### config.mk
export PLATFORM = sky130hd
export DESIGN_NAME = bfloat_widen
export DESIGN_NICKNAME = d
export VERILOG_FILES = /design/src/rtl/bfw_pkg.sv /design/src/rtl/bfw_lzc.sv /design/src/rtl/bfw_ctrl.sv /design/src/rtl/bfw_dpath.sv /design/src/rtl/bfloat_widen.sv
export SDC_FILE = /design/constraint.sdc
export NUM_CORES = 1
export LEC_CHECK = 0
export BUFFER_PORTS_ARGS = -buffer_cell sky130_fd_sc_hd__buf_4
export CORE_MARGIN = 1
export CORE_UTILIZATION = 30
export DETAILED_ROUTE_END_ITERATION = 10
export PLACE_DENSITY_LB_ADDON = 0.08
export SYNTH_ARGS = -nofsm -noshare
export SYNTH_HDL_FRONTEND = slang
export SYNTH_SLANG_ARGS = --single-unit
### constraint.sdc
create_clock -name clk -period 5.9 [get_ports clk]
set_clock_uncertainty 0.05 [all_clocks]
set_input_delay 1.18 -clock clk [delete_from_list [all_inputs] [get_ports clk]]
set_output_delay 1.18 -clock clk [all_outputs]
set_load 0.1 [all_outputs]
### src/rtl/bfw_pkg.sv
package bfw_pkg;
  // Default format geometry
  parameter int SRC_EXP_W = 8;
  parameter int SRC_MAN_W = 7;
  parameter int DST_EXP_W = 11;
  parameter int DST_MAN_W = 52;

  // Control strobes handed to the datapath
  typedef struct packed {
    logic capture;
  } strobe_t;
endpackage

### src/rtl/bfw_lzc.sv
module bfw_lzc #(
  parameter int W = 7,
  localparam int CW = $clog2(W + 1)
) (
  input  logic [W-1:0]  vec,
  output logic [CW-1:0] zeros
);
  // Scan upward so the highest set bit writes last and wins
  always_comb begin
    zeros = CW'(W);
    for (int i = 0; i < W; i++) begin
      if (vec[i]) zeros = CW'(W - 1 - i);
    end
  end
endmodule

### src/rtl/bfw_ctrl.sv
module bfw_ctrl (
  input  logic             clk,
  input  logic             rstN,
  input  logic             inValid,
  output bfw_pkg::strobe_t strobes,
  output logic             outValid
);
  always_comb begin
    strobes.capture = inValid;
  end

  always_ff @(posedge clk) begin
    if (!rstN) outValid <= 1'b0;
    else       outValid <= inValid;
  end


  valid_follow_chk: assert property (@(posedge clk) disable iff (!rstN)
    inValid |=> outValid);

  valid_drop_chk: assert property (@(posedge clk) disable iff (!rstN)
    !inValid |=> !outValid);
endmodule

### src/rtl/bfw_dpath.sv
module bfw_dpath #(
  parameter int SE = bfw_pkg::SRC_EXP_W,
  parameter int SM = bfw_pkg::SRC_MAN_W,
  parameter int DE = bfw_pkg::DST_EXP_W,
  parameter int DM = bfw_pkg::DST_MAN_W,
  localparam int IMM_W = 1 + SE + SM,
  localparam int RES_W = 1 + DE + DM
) (
  input  logic             clk,
  input  logic             rstN,
  input  bfw_pkg::strobe_t strobes,
  input  logic [IMM_W-1:0] imm,
  output logic [RES_W-1:0] resBits
);
  localparam int LZW       = $clog2(SM + 1);
  localparam int BIAS_SRC  = (1 << (SE - 1)) - 1;
  localparam int BIAS_DST  = (1 << (DE - 1)) - 1;
  localparam int EXP_SHIFT = BIAS_DST - BIAS_SRC;
  localparam int FILL_W    = DM - SM;
  localparam logic [DE-1:0] SUB_BASE = DE'(EXP_SHIFT + 1);

  logic          sgn;
  logic [SE-1:0] eIn;
  logic [SM-1:0] mIn;
  assign {sgn, eIn, mIn} = imm;

  logic [LZW-1:0] lzCnt;
  logic [LZW-1:0] shiftAmt;
  logic [SM-1:0]  normMan;

  bfw_lzc #(.W(SM)) i_lzc (
    .vec   (mIn),
    .zeros (lzCnt)
  );

  // The leading one is shifted out of the field; that bit becomes implicit
  assign shiftAmt = lzCnt + LZW'(1);
  assign normMan  = mIn << shiftAmt;

  logic [DE-1:0] eNext;
  logic [DM-1:0] mNext;

  always_comb begin
    if (eIn == '1) begin
      eNext = '1;
      mNext = {mIn, {FILL_W{1'b0}}};
    end else if (eIn == '0) begin
      if (mIn == '0) begin
        eNext = '0;
        mNext = '0;
      end else begin
        eNext = SUB_BASE - DE'(shiftAmt);
        mNext = {normMan, {FILL_W{1'b0}}};
      end
    end else begin
      eNext = DE'(eIn) + DE'(EXP_SHIFT);
      mNext = {mIn, {FILL_W{1'b0}}};
    end
  end

  always_ff @(posedge clk) begin
    if (!rstN)                resBits <= '0;
    else if (strobes.capture) resBits <= {sgn, eNext, mNext};
  end


  hold_result_chk: assert property (@(posedge clk) disable iff (!rstN)
    !strobes.capture |=> $stable(resBits));

  sign_carry_chk: assert property (@(posedge clk) disable iff (!rstN)
    strobes.capture |=> resBits[RES_W-1] == $past(sgn));

  zero_result_chk: assert property (@(posedge clk) disable iff (!rstN)
    (strobes.capture && eIn == '0 && mIn == '0) |=> resBits[RES_W-2:0] == '0);

  special_exp_chk: assert property (@(posedge clk) disable iff (!rstN)
    (strobes.capture && eIn == '1) |=> resBits[RES_W-2 -: DE] == '1);

  subnormal_range_chk: assert property (@(posedge clk) disable iff (!rstN)
    (strobes.capture && eIn == '0 && mIn != '0)
      |=> (resBits[RES_W-2 -: DE] < SUB_BASE) && (resBits[RES_W-2 -: DE] != '0));
endmodule

### src/rtl/bfloat_widen.sv
module bfloat_widen #(
  parameter int HI_W  = 10,
  parameter int MID_W = 5,
  parameter int LO_W  = 1,
  parameter int SE    = bfw_pkg::SRC_EXP_W,
  parameter int SM    = bfw_pkg::SRC_MAN_W,
  parameter int DE    = bfw_pkg::DST_EXP_W,
  parameter int DM    = bfw_pkg::DST_MAN_W,
  localparam int IMM_W = HI_W + MID_W + LO_W,
  localparam int RES_W = 1 + DE + DM
) (
  input  logic             clk,
  input  logic             rstN,
  input  logic             inValid,
  input  logic [HI_W-1:0]  immHi,
  input  logic [MID_W-1:0] immMid,
  input  logic [LO_W-1:0]  immLo,
  output logic             outValid,
  output logic [RES_W-1:0] outBits
);
  bfw_pkg::strobe_t strobes;
  logic [IMM_W-1:0] immJoined;

  // field order fixes the bit weight of each piece
  assign immJoined = {immHi, immMid, immLo};

  bfw_ctrl i_ctrl (
    .clk      (clk),
    .rstN     (rstN),
    .inValid  (inValid),
    .strobes  (strobes),
    .outValid (outValid)
  );

  bfw_dpath #(.SE(SE), .SM(SM), .DE(DE), .DM(DM)) i_dpath (
    .clk     (clk),
    .rstN    (rstN),
    .strobes (strobes),
    .imm     (immJoined),
    .resBits (outBits)
  );
endmodule

# == Word-level counts from Yosys, hierarchy flattened ==
# Cells that the tools add are included.
# op_classes
add_sub_neg,3
eq_ne,1
shift,1
mux,13
n_reduce_logical,2
# ops
op,n
two-way mux 52 bit,3
two-way mux 11 bit,3
two-way mux 3 bit,6
"adder 8 x 10 -> 11 bit, second input constant",1
"subtractor 10 x 3 -> 11 bit, first input constant",1
"== test 8 bit, second input constant",1
logical NOT 8 bit,1
logical NOT 7 bit,1
<< shifter 7 x 3 -> 7 bit,1
"adder 3 x 1 -> 3 bit, second input constant",1
two-way mux 1 bit,1
# totals
ff_bits,65
inputBits,19
output_inout_bits,65
word_cells,22

# == Longest topological paths before layout ==
# Gate-level depths: netlist of run 1.
# depth
ltp_word,12
ltp_mapped,11
mapped_depth_nobuf,10

# == Cells and area by module ==
# From an unflattened synthesis of run 1, not the netlist that was laid out.
# hier_totals
hier_cells,178
hier_area_um2,1411.4
# modules_own_cells
module,n_inst,cells_each,area_each_um2,seq_area_each_um2
bfw_dpath,1,166,1327.5,360.3
bfw_lzc,1,9,50.0,0.0
bfw_ctrl,1,3,33.8,20.0

# == Least setup slack after synthesis of run 1 ==
# Ideal clock, no wire load.
# synth_path
kind,in2reg
from,in immMid[2]
to,reg i_dpath.resBits[51]
setup_ns,0.086
arrival_ns,3.038
required_time_ns,5.764
setup_slack_ns,2.727
path_stages,11
n_path_buf,2
cell_sequence,clkbuf_1 o21bai_1 a21oi_1 nor2_1 ha_1 clkbuf_1 nor4b_1 nor4_1 nand3_1 a21o_1 a211oi_1
# synth_via
elab_chain_len,9
word_cells_on_any_way,10
classes_between,add/sub: 1; shift: 1; mux: 7; reduce/logical: 1
# synth_lines
item,line_no,source
"start, declared",bfloat_widen.sv:16,"input logic [MID_W-1:0] immMid,"
two-way mux 3 bit (4 in a row),bfw_lzc.sv:12,if (vec[i]) zeros = CW'(W - 1 - i);
adder 3 x 1 -> 3 bit,bfw_dpath.sv:37,assign shiftAmt = lzCnt + LZW'(1);
<< shifter 7 x 3 -> 7 bit,bfw_dpath.sv:38,assign normMan = mIn << shiftAmt;
two-way mux 52 bit (*),bfw_dpath.sv:48,if (mIn == '0) begin
two-way mux 52 bit (*),bfw_dpath.sv:47,end else if (eIn == '0) begin
two-way mux 52 bit (*),bfw_dpath.sv:44,if (eIn == '1) begin
"end signal, assigned",bfw_dpath.sv:63,"else if (strobes.capture) resBits <= {sgn, eNext, mNext};"
"end, declared",bfw_dpath.sv:13,output logic [RES_W-1:0] resBits
# Every way passes the cells marked *; elsewhere a longest branch is shown, timed or not.
# A chain may end at the register's enable or synchronous reset.

# == Final worst setup path of run 1 ==
# layout_path
from,in immLo
to,reg i_dpath.resBits[56]
# layout_via
elab_chain_len,12
word_cells_on_any_way,13
classes_between,add/sub: 2; mux: 10; reduce/logical: 1
# layout_lines
item,line_no,source
"start, declared",bfloat_widen.sv:17,"input logic [LO_W-1:0] immLo,"
two-way mux 1 bit,bfw_lzc.sv:12,
two-way mux 3 bit (6 in a row),bfw_lzc.sv:12,
adder 3 x 1 -> 3 bit,bfw_dpath.sv:37,
subtractor 10 x 3 -> 11 bit,bfw_dpath.sv:52,eNext = SUB_BASE - DE'(shiftAmt);
two-way mux 11 bit (*),bfw_dpath.sv:48,
two-way mux 11 bit (*),bfw_dpath.sv:47,
two-way mux 11 bit (*),bfw_dpath.sv:44,
# Marks and branches as above.

==> impl_results.md, run 1 <==
* Status: finished, final reports clean
* Tot GR Track Use at 0.142
* Max VDD drop at 0.000104 V
* First-pass DRT Iterations at 4
* Synth area leaders: dfxtp_1 (24%), buf_4 (21%), o21ai_0 (5.0%), a21oi_1 (3.4%), o221a_2 (2.8%)
* Avg Inst Size Synth at 7.84 um^2
* H-tree level count at 1
* Worst-margin pin slew at 1.03 ns
* Fin. Hold Viols at 0
* Final period util at 0.535
* Fill cell count at 557
* I/O Pins at 84
* Hold Crit Class: reg -> reg
* Initial Util at 0.313
* DR vias/cell at 4.71
* TritonCTS clock tree: done
* Post-synthesis sequential area ratio at 0.237
* Crit-path max FO at 14
* FFs w/ async S/R, synth at 0
* Die width at 75.2 um
* Hold buffers post-CTS at 0
* Post-DP HPWL at 2.83 mm
* Worst slew margin at 0.297
* Startpoint Class: input port
* Worst setup EP type: flop
* Post-CTS Resized at 0
* Final Setup Violations at 0
* Setup Buffers After CTS at 0
* Drt total wl at 3.86 mm
* Clk_lat worst skew at 0.26 ns
* Unrepaired setup endpoints after global routing: no
* Core area at 0.00514 mm^2
* Setup_tns at 0 ns
* Minimum clock period at 3.15 ns
* Layout cells sized above 1 at 0.210
* Largest net degree at the start of global routing at 32
* Req. time, crit path at 6.05 ns
* Xor and xnor area share after synthesis at 0.0164
* Ys Warns at 0
* Routed via count at 1,426
* Antenna cell count at 0
* Post-DR wirelength/cell at 12.7 um
* Vias in the first global route at 1,199
* CTS sink cnt at 19
* Adder-Cell Fraction of Synth Area at 0.00779
* Area growth from synthesis to layout at 11.5%
* Synth Area in Compound Gates at 0.260
* Die Footprint at 0.00565 mm^2
* Distinct cells, synth at 51
* NumNets Final at 254
* Grt ovf at 0
* Multiplexer share of the synthesized area at 0.0125
* Worst-path clk slew at 0.07 ns
* Count leader, synth: buf_4
* Largest family of logic cells by synthesized area: buffers and inverters
* Pwr/cell area at 281 mW/mm^2
* Placed Cells at 299
* FMAX at 317 MHz
* Critical Path AT at 3.31 ns
* Port bufs at 38
* Non-filler cells, final at 303
* Root cell of the clock tree: clkbuf_8
* Netlist Area Pre-Place at 0.00161 mm^2
* Top cell type's share of synthesized area at 0.237
* Top cells by count, synth: buf_4 (46), dfxtp_1 (19), o21ai_0 (16)
* Max-Cap Viols at 0
* Remaining DRCs at 0
* Post-synth top area cell: dfxtp_1
* Gate Count Post-Synth at 205
* First-pass GRT wire length at 6.04 mm
* Post-synth EDFFs at 0
* Vert. Die Dim at 75.2 um
* Leakage at 0.795 nW
* Site Rows at 26
* ANT nets after route at 0
* RePlAce Congestion at 0.858
* Initial antenna violation count at 0
* Yosys reg bits at 19
* Synth Flop Type: dfxtp_1
* Clock buffer count from CTS at 3
* Simple-gate share of the synthesized area at 0.195
* Type of the worst setup path: in -> reg
* Initial DRC count at 62
* Clk buf depth at 2
* Final Max Tran Viols at 0
worst max-delay path: stages:
cell and delay [ns]:
buf_4 0.13, nor2b_1 0.13, o21bai_1 0.11, a21oi_1 0.12
nor2_1 0.10, ha_1 0.42, inv_1 0.15, xnor2_1 0.35
nor2_1 0.10, o21ai_1 0.28, o221a_2 0.24
final timing paths:
kind                            start                  end  slack (ns)  cells past startpoint
setup / recovery                immLo  i_dpath.resBits[56]        2.75                     11
hold / removal    i_dpath.resBits[63]  i_dpath.resBits[63]        0.47                      2
setup reg to reg  i_dpath.resBits[50]  i_dpath.resBits[50]        4.94                      3
hold reg to reg   i_dpath.resBits[63]  i_dpath.resBits[63]        0.47                      2
power by group:
group | internal [mW] | leakage (nW) | switching (mW)
logic | 0.0387 | 0.611 | 0.232
clock network | 0.0470 | 0.0255 | 0.0438
registers | 0.137 | 0.158 | 0.00447
state kept, by name (all words and copies together), names as in the netlist:
register / cells
i_dpath.resBits: 18
i_ctrl.outValid: 1
per-stage QoR:
step	util	worst slack [ns]	total power, mW	hold slack (ns)	cell area, um^2
after global routing	0.349	2.47	0.528	0.496	1790
after global placement	0.340	2.53	0.416	0.450	1750
after CTS	0.349	2.73	0.509	0.479	1790
final	0.349	2.75	0.503	0.469	1790
after detailed placement	0.340	2.50	0.415	0.458	1750
after floorplan	-	2.73	0.400	0.931	1770
per-layer routing:
metal | vias to the layer above | wire, um | GRT usage
li1 | 703 | - | -
met1 | 651 | 1760 | 0.190
met2 | 68 | 1810 | 0.235
met3 | 4 | 246 | 0.0295
met4 | 0 | 37 | 0.0309
met5 | - | 0 | 0
layout by cell type, fill, tap and decap left out, drive strengths merged, types with 2 or more instances in the layout:
| master | n |
|---|---|
| nand2b | 3 |
| a21boi | 3 |
| a211oi | 2 |
| nor4 | 3 |
| nor3b | 2 |
| dfxtp | 19 |
| nor3 | 5 |
| nor2b | 6 |
| nand4 | 2 |
| o21ai | 17 |
| inv | 9 |
| nor2 | 5 |
| or4 | 2 |
| a31oi | 4 |
| buf | 38 |
| clkbuf | 3 |
| mux2i | 2 |
| o211ai | 2 |
| o22ai | 3 |
| o221a | 4 |
| xnor2 | 3 |
| a21oi | 11 |
| nor4b | 4 |
| a21o | 4 |
| o21a | 2 |
| nand2 | 9 |
| or3 | 3 |
| nand3 | 2 |
| conb | 45 |
cells by family after synthesis:
kind of cell | after synthesis
adders and majority gates | 1
muxes | 2
other | 1
DFF | 19
xor gates and xnor gates | 3
AOI/OAI and AO/OA | 62
and+or+nand+nor | 50
buffers and inverters | 67
final cells by class:
| type | count | area, um^2 | area share |
|---|---|---|---|
| inverter | 9 | 33.8 | 0.0189 |
| multi-input combinational | 163 | 958 | 0.535 |
| timing repair buffer | 38 | 285 | 0.159 |
| clock inverter | 1 | 5.00 | 0.00279 |
| tap | 70 | 87.6 | 0.0489 |
| sequential | 19 | 380 | 0.212 |
| clock buffer | 3 | 41.3 | 0.0230 |
Note: power is estimated with default switching activity, not from simulation.
==> run 2: changes to the inputs <==
clock period = 2.8 ns   (was 5.9 ns; I/O delays follow)
==> impl_results.md, run 2 (same netlist as run 1, synthesis figures left out) <==
* Clock buffer count from CTS at 3
* Post-DR wirelength/cell at 12.4 um
* Initial antenna violation count at 0
* Top reg by flops: i_dpath.resBits
* Switching share of power at 0.559
* TritonCTS clock tree: done
* Final period util at 0.870
* Worst setup EP type: flop
* First-pass GRT wire length at 5.78 mm
* Cell with the largest stage delay on the worst path: ha_1
* Internal power at 473 uW
* Setup_tns at 0 ns
* Hold Crit Class: reg -> reg
* Max reg flops at 18
* Crit-path cells: buf_4 -> nor2b_1 -> o21bai_1 -> a21oi_1 -> nor2_1 -> ha_1 -> nor4b_1 -> nor4_1 -> nand3_1 -> a21o_1 -> a211oi_1
* Minimum clock period at 2.43 ns
* Initial Util at 0.313
* Fill cell count at 573
* CTS sink cnt at 19
* Vias in the first global route at 1,138
* Drt total wl at 3.80 mm
* Biggest regs: i_dpath.resBits (18), i_ctrl.outValid (1)
* Status: finished, final reports clean
* Routed via count at 1,411
* NumNets Final at 258
* Post-route cell area at 0.00182 mm^2
* Comb pwr share at 0.537
* Commonest non-fill, non-tap cell in the layout: conb_1
* Final Setup Violations at 0
* FMAX at 411 MHz
* Largest net degree at the start of global routing at 32
* Multi-input gate area at 958 um^2
* First-pass DRT Iterations at 4
* Hold buffers post-CTS at 0
* Setup Buffers After CTS at 0
* Antenna cell count at 0
* Type of the worst setup path: in -> reg
* Startpoint Class: input port
* RePlAce Congestion at 0.868
* Worst-path clk slew at 0.07 ns
* Tot GR Track Use at 0.135
* ANT nets after route at 0
* Clock Power Share at 0.185
* Seq pwr share at 0.278
* Critical Path AT at 2.56 ns
* Layout cells sized above 1 at 0.224
* Root cell of the clock tree: clkbuf_8
* Area growth from synthesis to layout at 13.4%
* Most frequent cells in the layout: conb_1 (45), buf_4 (42), dfxtp_1 (19), o21ai_0 (16), a21oi_1 (11)
* Post-CTS Resized at 0
* Switching power of the nets at 598 uW
* Clk_lat worst skew at 0.26 ns
* Clk buf depth at 2
* Core area at 0.00514 mm^2
* Site Rows at 26
* Initial DRC count at 47
* Storage cell area at 380 um^2
* Cell area after placement at 0.00178 mm^2
* Max VDD drop at 0.000218 V
* Die Footprint at 0.00565 mm^2
* Die width at 75.2 um
* Remaining DRCs at 0
* Req. time, crit path at 2.93 ns
* Util after Layout at 0.354
* Max-Cap Viols at 0
* Post-DP HPWL at 2.81 mm
* Leakage at 0.814 nW
* Vert. Die Dim at 75.2 um
* Grt ovf at 0
* H-tree level count at 1
* Pwr Total at 1.07 mW
* Fin. Hold Viols at 0
* Crit-path max FO at 14
* I/O Pins at 84
* Final Max Tran Viols at 0
* Pwr/cell area at 588 mW/mm^2
* DR vias/cell at 4.60
* Port bufs at 38
* Worst-margin pin slew at 0.517 ns
* Worst slew margin at 0.653
* Min Hold Slack at 0.468 ns
* Unrepaired setup endpoints after global routing: no
* Crit-path max cell delay at 0.43 ns
run 2: cell types whose count changed in the layout (fill, tap and decap cells not counted), sizes merged:
| cell | change |
|---|---|
| buf | +4 |
run 2: power by group through the flow:
stage          Clock, mW  Combinational, mW  Sequential (mW)
3_3_place_gp           0              0.577            0.304
2_1_floorplan          0              0.408            0.435
3_5_place_dp           0              0.574            0.305
5_1_grt            0.217              0.600            0.301
6_report           0.198              0.575            0.298
4_1_cts            0.206              0.575            0.298
run 2: per-layer routing:
metal  vias up  share of wire  global-route usage
met3         4          0.051              0.0281
met1       637           0.48               0.187
li1        710              -                   -
met5         -              0                   0
met4         0         0.0063              0.0309
met2        60           0.46               0.215
run 2: worst max-delay path: cells and delay by family:
family                     cells  cell delay [ns]
and+or+nand+nor                5             0.82
AOI/OAI and AO/OA              4             0.63
adders and majority gates      1             0.43
buffers and inverters          1             0.13
run 2: final cells by class:
cell class / count / share of cell area
Multi-Input combinational cell: 163 / 0.526
Sequential cell: 19 / 0.209
Timing Repair Buffer: 42 / 0.173
Tap cell: 70 / 0.0481
Clock buffer: 3 / 0.0227
Inverter: 9 / 0.0185
Clock inverter: 1 / 0.00275
run 2: worst paths after layout:
path	startpoint	to	slack, ns	cells after the start
min reg2reg	i_dpath.resBits[63]	i_dpath.resBits[63]	0.47	2
min	i_dpath.resBits[63]	i_dpath.resBits[63]	0.47	2
max reg2reg	i_dpath.resBits[50]	i_dpath.resBits[50]	1.88	3
max	immLo	i_dpath.resBits[51]	0.37	11
run 2: stage by stage:
| step | std cells | setup WS [ns] |
|---|---|---|
| after floorplan | 249 | 0.247 |
| after global placement | 303 | 0.124 |
| after detailed placement | 303 | 0.0977 |
| after CTS | 307 | 0.375 |
| after global routing | 307 | 0.0505 |
| final | 307 | 0.365 |
==> run 3: changes to the inputs <==
SYNTH_HIERARCHICAL = 1   (was not set)
==> impl_results.md, run 3 <==
* Clock buffer count from CTS at 3
* Vias in the first global route at 1,005
* FMAX at 463 MHz
* Largest family of logic cells by synthesized area: buffers and inverters
* First-pass DRT Iterations at 7
* Routed via count at 1,188
* Minimum clock period at 2.16 ns
* Worst r2r src: i_dpath/resBits[49]
* Core area at 0.00444 mm^2
* Grt ovf at 0
* Die Footprint at 0.00498 mm^2
* R2R depth at 2
* Worst-path clk slew at 0.07 ns
* Storage cell area at 380 um^2
* Drt total wl at 3.07 mm
* Antenna cell count at 0
* Pwr/cell area at 653 mW/mm^2
* Hold Crit Class: reg -> reg
* Synth Area in Compound Gates at 0.209
* Simple-gate share of the synthesized area at 0.135
* Synth area leaders: dfxtp_1 (27%), buf_4 (25%), o21ai_0 (6.7%), a31oi_1 (4.9%), mux2i_1 (3.5%)
* FFs w/ async S/R, synth at 0
* Unrepaired setup endpoints after global routing: no
* Adder-Cell Fraction of Synth Area at 0.00887
* Vert. Die Dim at 70.6 um
* Max-Cap Viols at 0
* Cell with the largest stage delay on the worst path: ha_1
* Req. time, crit path at 2.88 ns
* Layout cells sized above 1 at 0.238
* Switching power of the nets at 576 uW
* Hold buffers post-CTS at 0
* Final Max Tran Viols at 0
* Seq pwr share at 0.286
* Root cell of the clock tree: clkbuf_8
* Startpoint Class: input port
* Worst Path Buf+Inv at 2
* Most frequent cells in the layout: conb_1 (45), buf_4 (40), dfxtp_1 (19), o21ai_0 (19), nand2_1 (12)
* Failing checks: design-rule violations
* Top cell type's share of synthesized area at 0.270
* Fin. Hold Viols at 0
* Ys Warns at 6
* Worst setup EP type: flop
* Multi-input gate area at 777 um^2
* Cell count along the critical path at 8
* Multiplexer share of the synthesized area at 0.0594
* Post-synth EDFFs at 0
* Worst slew margin at 0.629
* Tot GR Track Use at 0.120
* Min Hold Slack at 0.473 ns
* RR Endpoint: i_dpath/resBits[49]
* Final period util at 0.772
* Top reg by flops: i_dpath/resBits
* Post-CTS Resized at 0
* Yosys reg bits at 19
* Initial antenna violation count at 0
* CP startpoint: immMid[0]
* Internal power at 463 uW
* Worst-margin pin slew at 0.552 ns
* Die width at 70.6 um
* RePlAce Congestion at 0.895
* Largest net degree at the start of global routing at 35
* Type of the worst setup path: in -> reg
* I/O Pins at 84
* H-tree level count at 1
* TritonCTS clock tree: done
* End point of the critical path: i_dpath/resBits[51]
* Avg Inst Size Synth at 7.93 um^2
* Clk buf depth at 2
* Critical Path AT at 2.24 ns
* First-pass GRT wire length at 4.84 mm
* Final Setup Violations at 0
* Initial Util at 0.318
* Area growth from synthesis to layout at 12.8%
* DR vias/cell at 4.53
* Post-synth top area cell: dfxtp_1
* Crit-path max FO at 16
* Biggest regs: i_dpath/resBits (18), i_ctrl/outValid (1)
* Commonest non-fill, non-tap cell in the layout: conb_1
* Site Rows at 24
* Cell family with most CP delay: compound AO/OA/AOI/OAI gates
* Leakage at 0.747 nW
* Crit-path max cell delay at 0.55 ns
* Setup Buffers After CTS at 0
* Status: finished with violations
* Gate Count Post-Synth at 178
* Max reg flops at 18
* CTS sink cnt at 19
* Xor and xnor area share after synthesis at 0.0186
* Distinct cells, synth at 42
* Post-synthesis sequential area ratio at 0.270
* Clock Power Share at 0.186
* Post-DP HPWL at 2.32 mm
* Max VDD drop at 0.000235 V
* Crit-path cells: buf_4 -> inv_1 -> a21oi_1 -> o31a_1 -> ha_1 -> mux4_2 -> o211ai_1 -> a31oi_1
* Remaining DRCs at 14
* Switching share of power at 0.554
* Setup_tns at 0 ns
* Worst reg2reg setup slack at 2.09 ns
* Post-DR wirelength/cell at 11.7 um
* Clk_lat worst skew at 0.25 ns
* Count leader, synth: buf_4
* Initial DRC count at 51
* Synth Flop Type: dfxtp_1
* Fill cell count at 498
* Top cells by count, synth: buf_4 (47), dfxtp_1 (19), o21ai_0 (19)
* Netlist Area Pre-Place at 0.00141 mm^2
* Port bufs at 38
* Comb pwr share at 0.528
* NumNets Final at 231
* ANT nets after route at 0
run 3: cell count changes after synthesis, sizes merged, moves of 4 or more:
cell	previous run	this run
o221a	4	0
nor4b	4	0
clkbuf	9	5
a31oi	4	11
run 3: metrics by stage:
| stage | total power, mW | std cells | cell area [um^2] | worst slack (ns) | util |
|---|---|---|---|---|---|
| after floorplan | 0.828 | 222 | 1580 | 0.737 | - |
| after global placement | 0.851 | 258 | 1550 | 0.396 | 0.348 |
| after detailed placement | 0.852 | 258 | 1550 | 0.363 | 0.348 |
| after CTS | 1.05 | 262 | 1590 | 0.631 | 0.358 |
| after global routing | 1.08 | 262 | 1590 | 0.495 | 0.358 |
| final | 1.04 | 262 | 1590 | 0.640 | 0.358 |
run 3: cell families after synthesis:
kind of cell | after synthesis
buffers and inverters | 62
AND/OR/NAND/NOR | 36
multiplexers | 7
other | 1
adder cells (fa/ha/maj) | 1
XOR/XNOR | 3
flip-flops | 19
AO/OA/AOI/OAI | 49
run 3: worst reg2reg max path, cell delays in order (launching register included):
cell and delay, ns:
dfxtp_1 0.31, o21ai_0 0.17, a31oi_1 0.06
run 3: routing by layer:
metal	GRT usage	routed length [um]	vias up
li1	-	-	596
met1	0.163	1420	533
met2	0.198	1410	57
met3	0.0171	215	2
met4	0.0333	21	0
met5	0	0	-
run 3: power by group through the flow:
stage | Clock [mW] | Sequential [mW] | Combinational [mW]
after CTS | 0.201 | 0.298 | 0.549
after global routing | 0.211 | 0.300 | 0.569
after detailed placement | 0 | 0.304 | 0.548
final | 0.193 | 0.297 | 0.549
after global placement | 0 | 0.303 | 0.548
after floorplan | 0 | 0.436 | 0.392
run 3: cell type report:
class                   instances  share of cell area
clock buffers                   3              0.0259
clock inverters                 1             0.00314
inverters                       6              0.0142
multi-input cells             141               0.488
flip-flops and latches         19               0.239
well taps                      52              0.0409
repair buffers                 40               0.189
run 3: how the worst min path moves through the flow:
stage,from,endpoint,slack [ns],depth (start not counted)
finish,i_dpath/resBits[62],i_dpath/resBits[62],0.47,2
global route,i_dpath/resBits[61],i_dpath/resBits[61],0.51,2
CTS,i_dpath/resBits[55],i_dpath/resBits[55],0.48,2
detailed placement,i_dpath/resBits[62],i_dpath/resBits[62],0.46,2
global placement,i_dpath/resBits[63],i_dpath/resBits[63],0.45,2
floorplan,inValid,i_ctrl/outValid,0.63,1
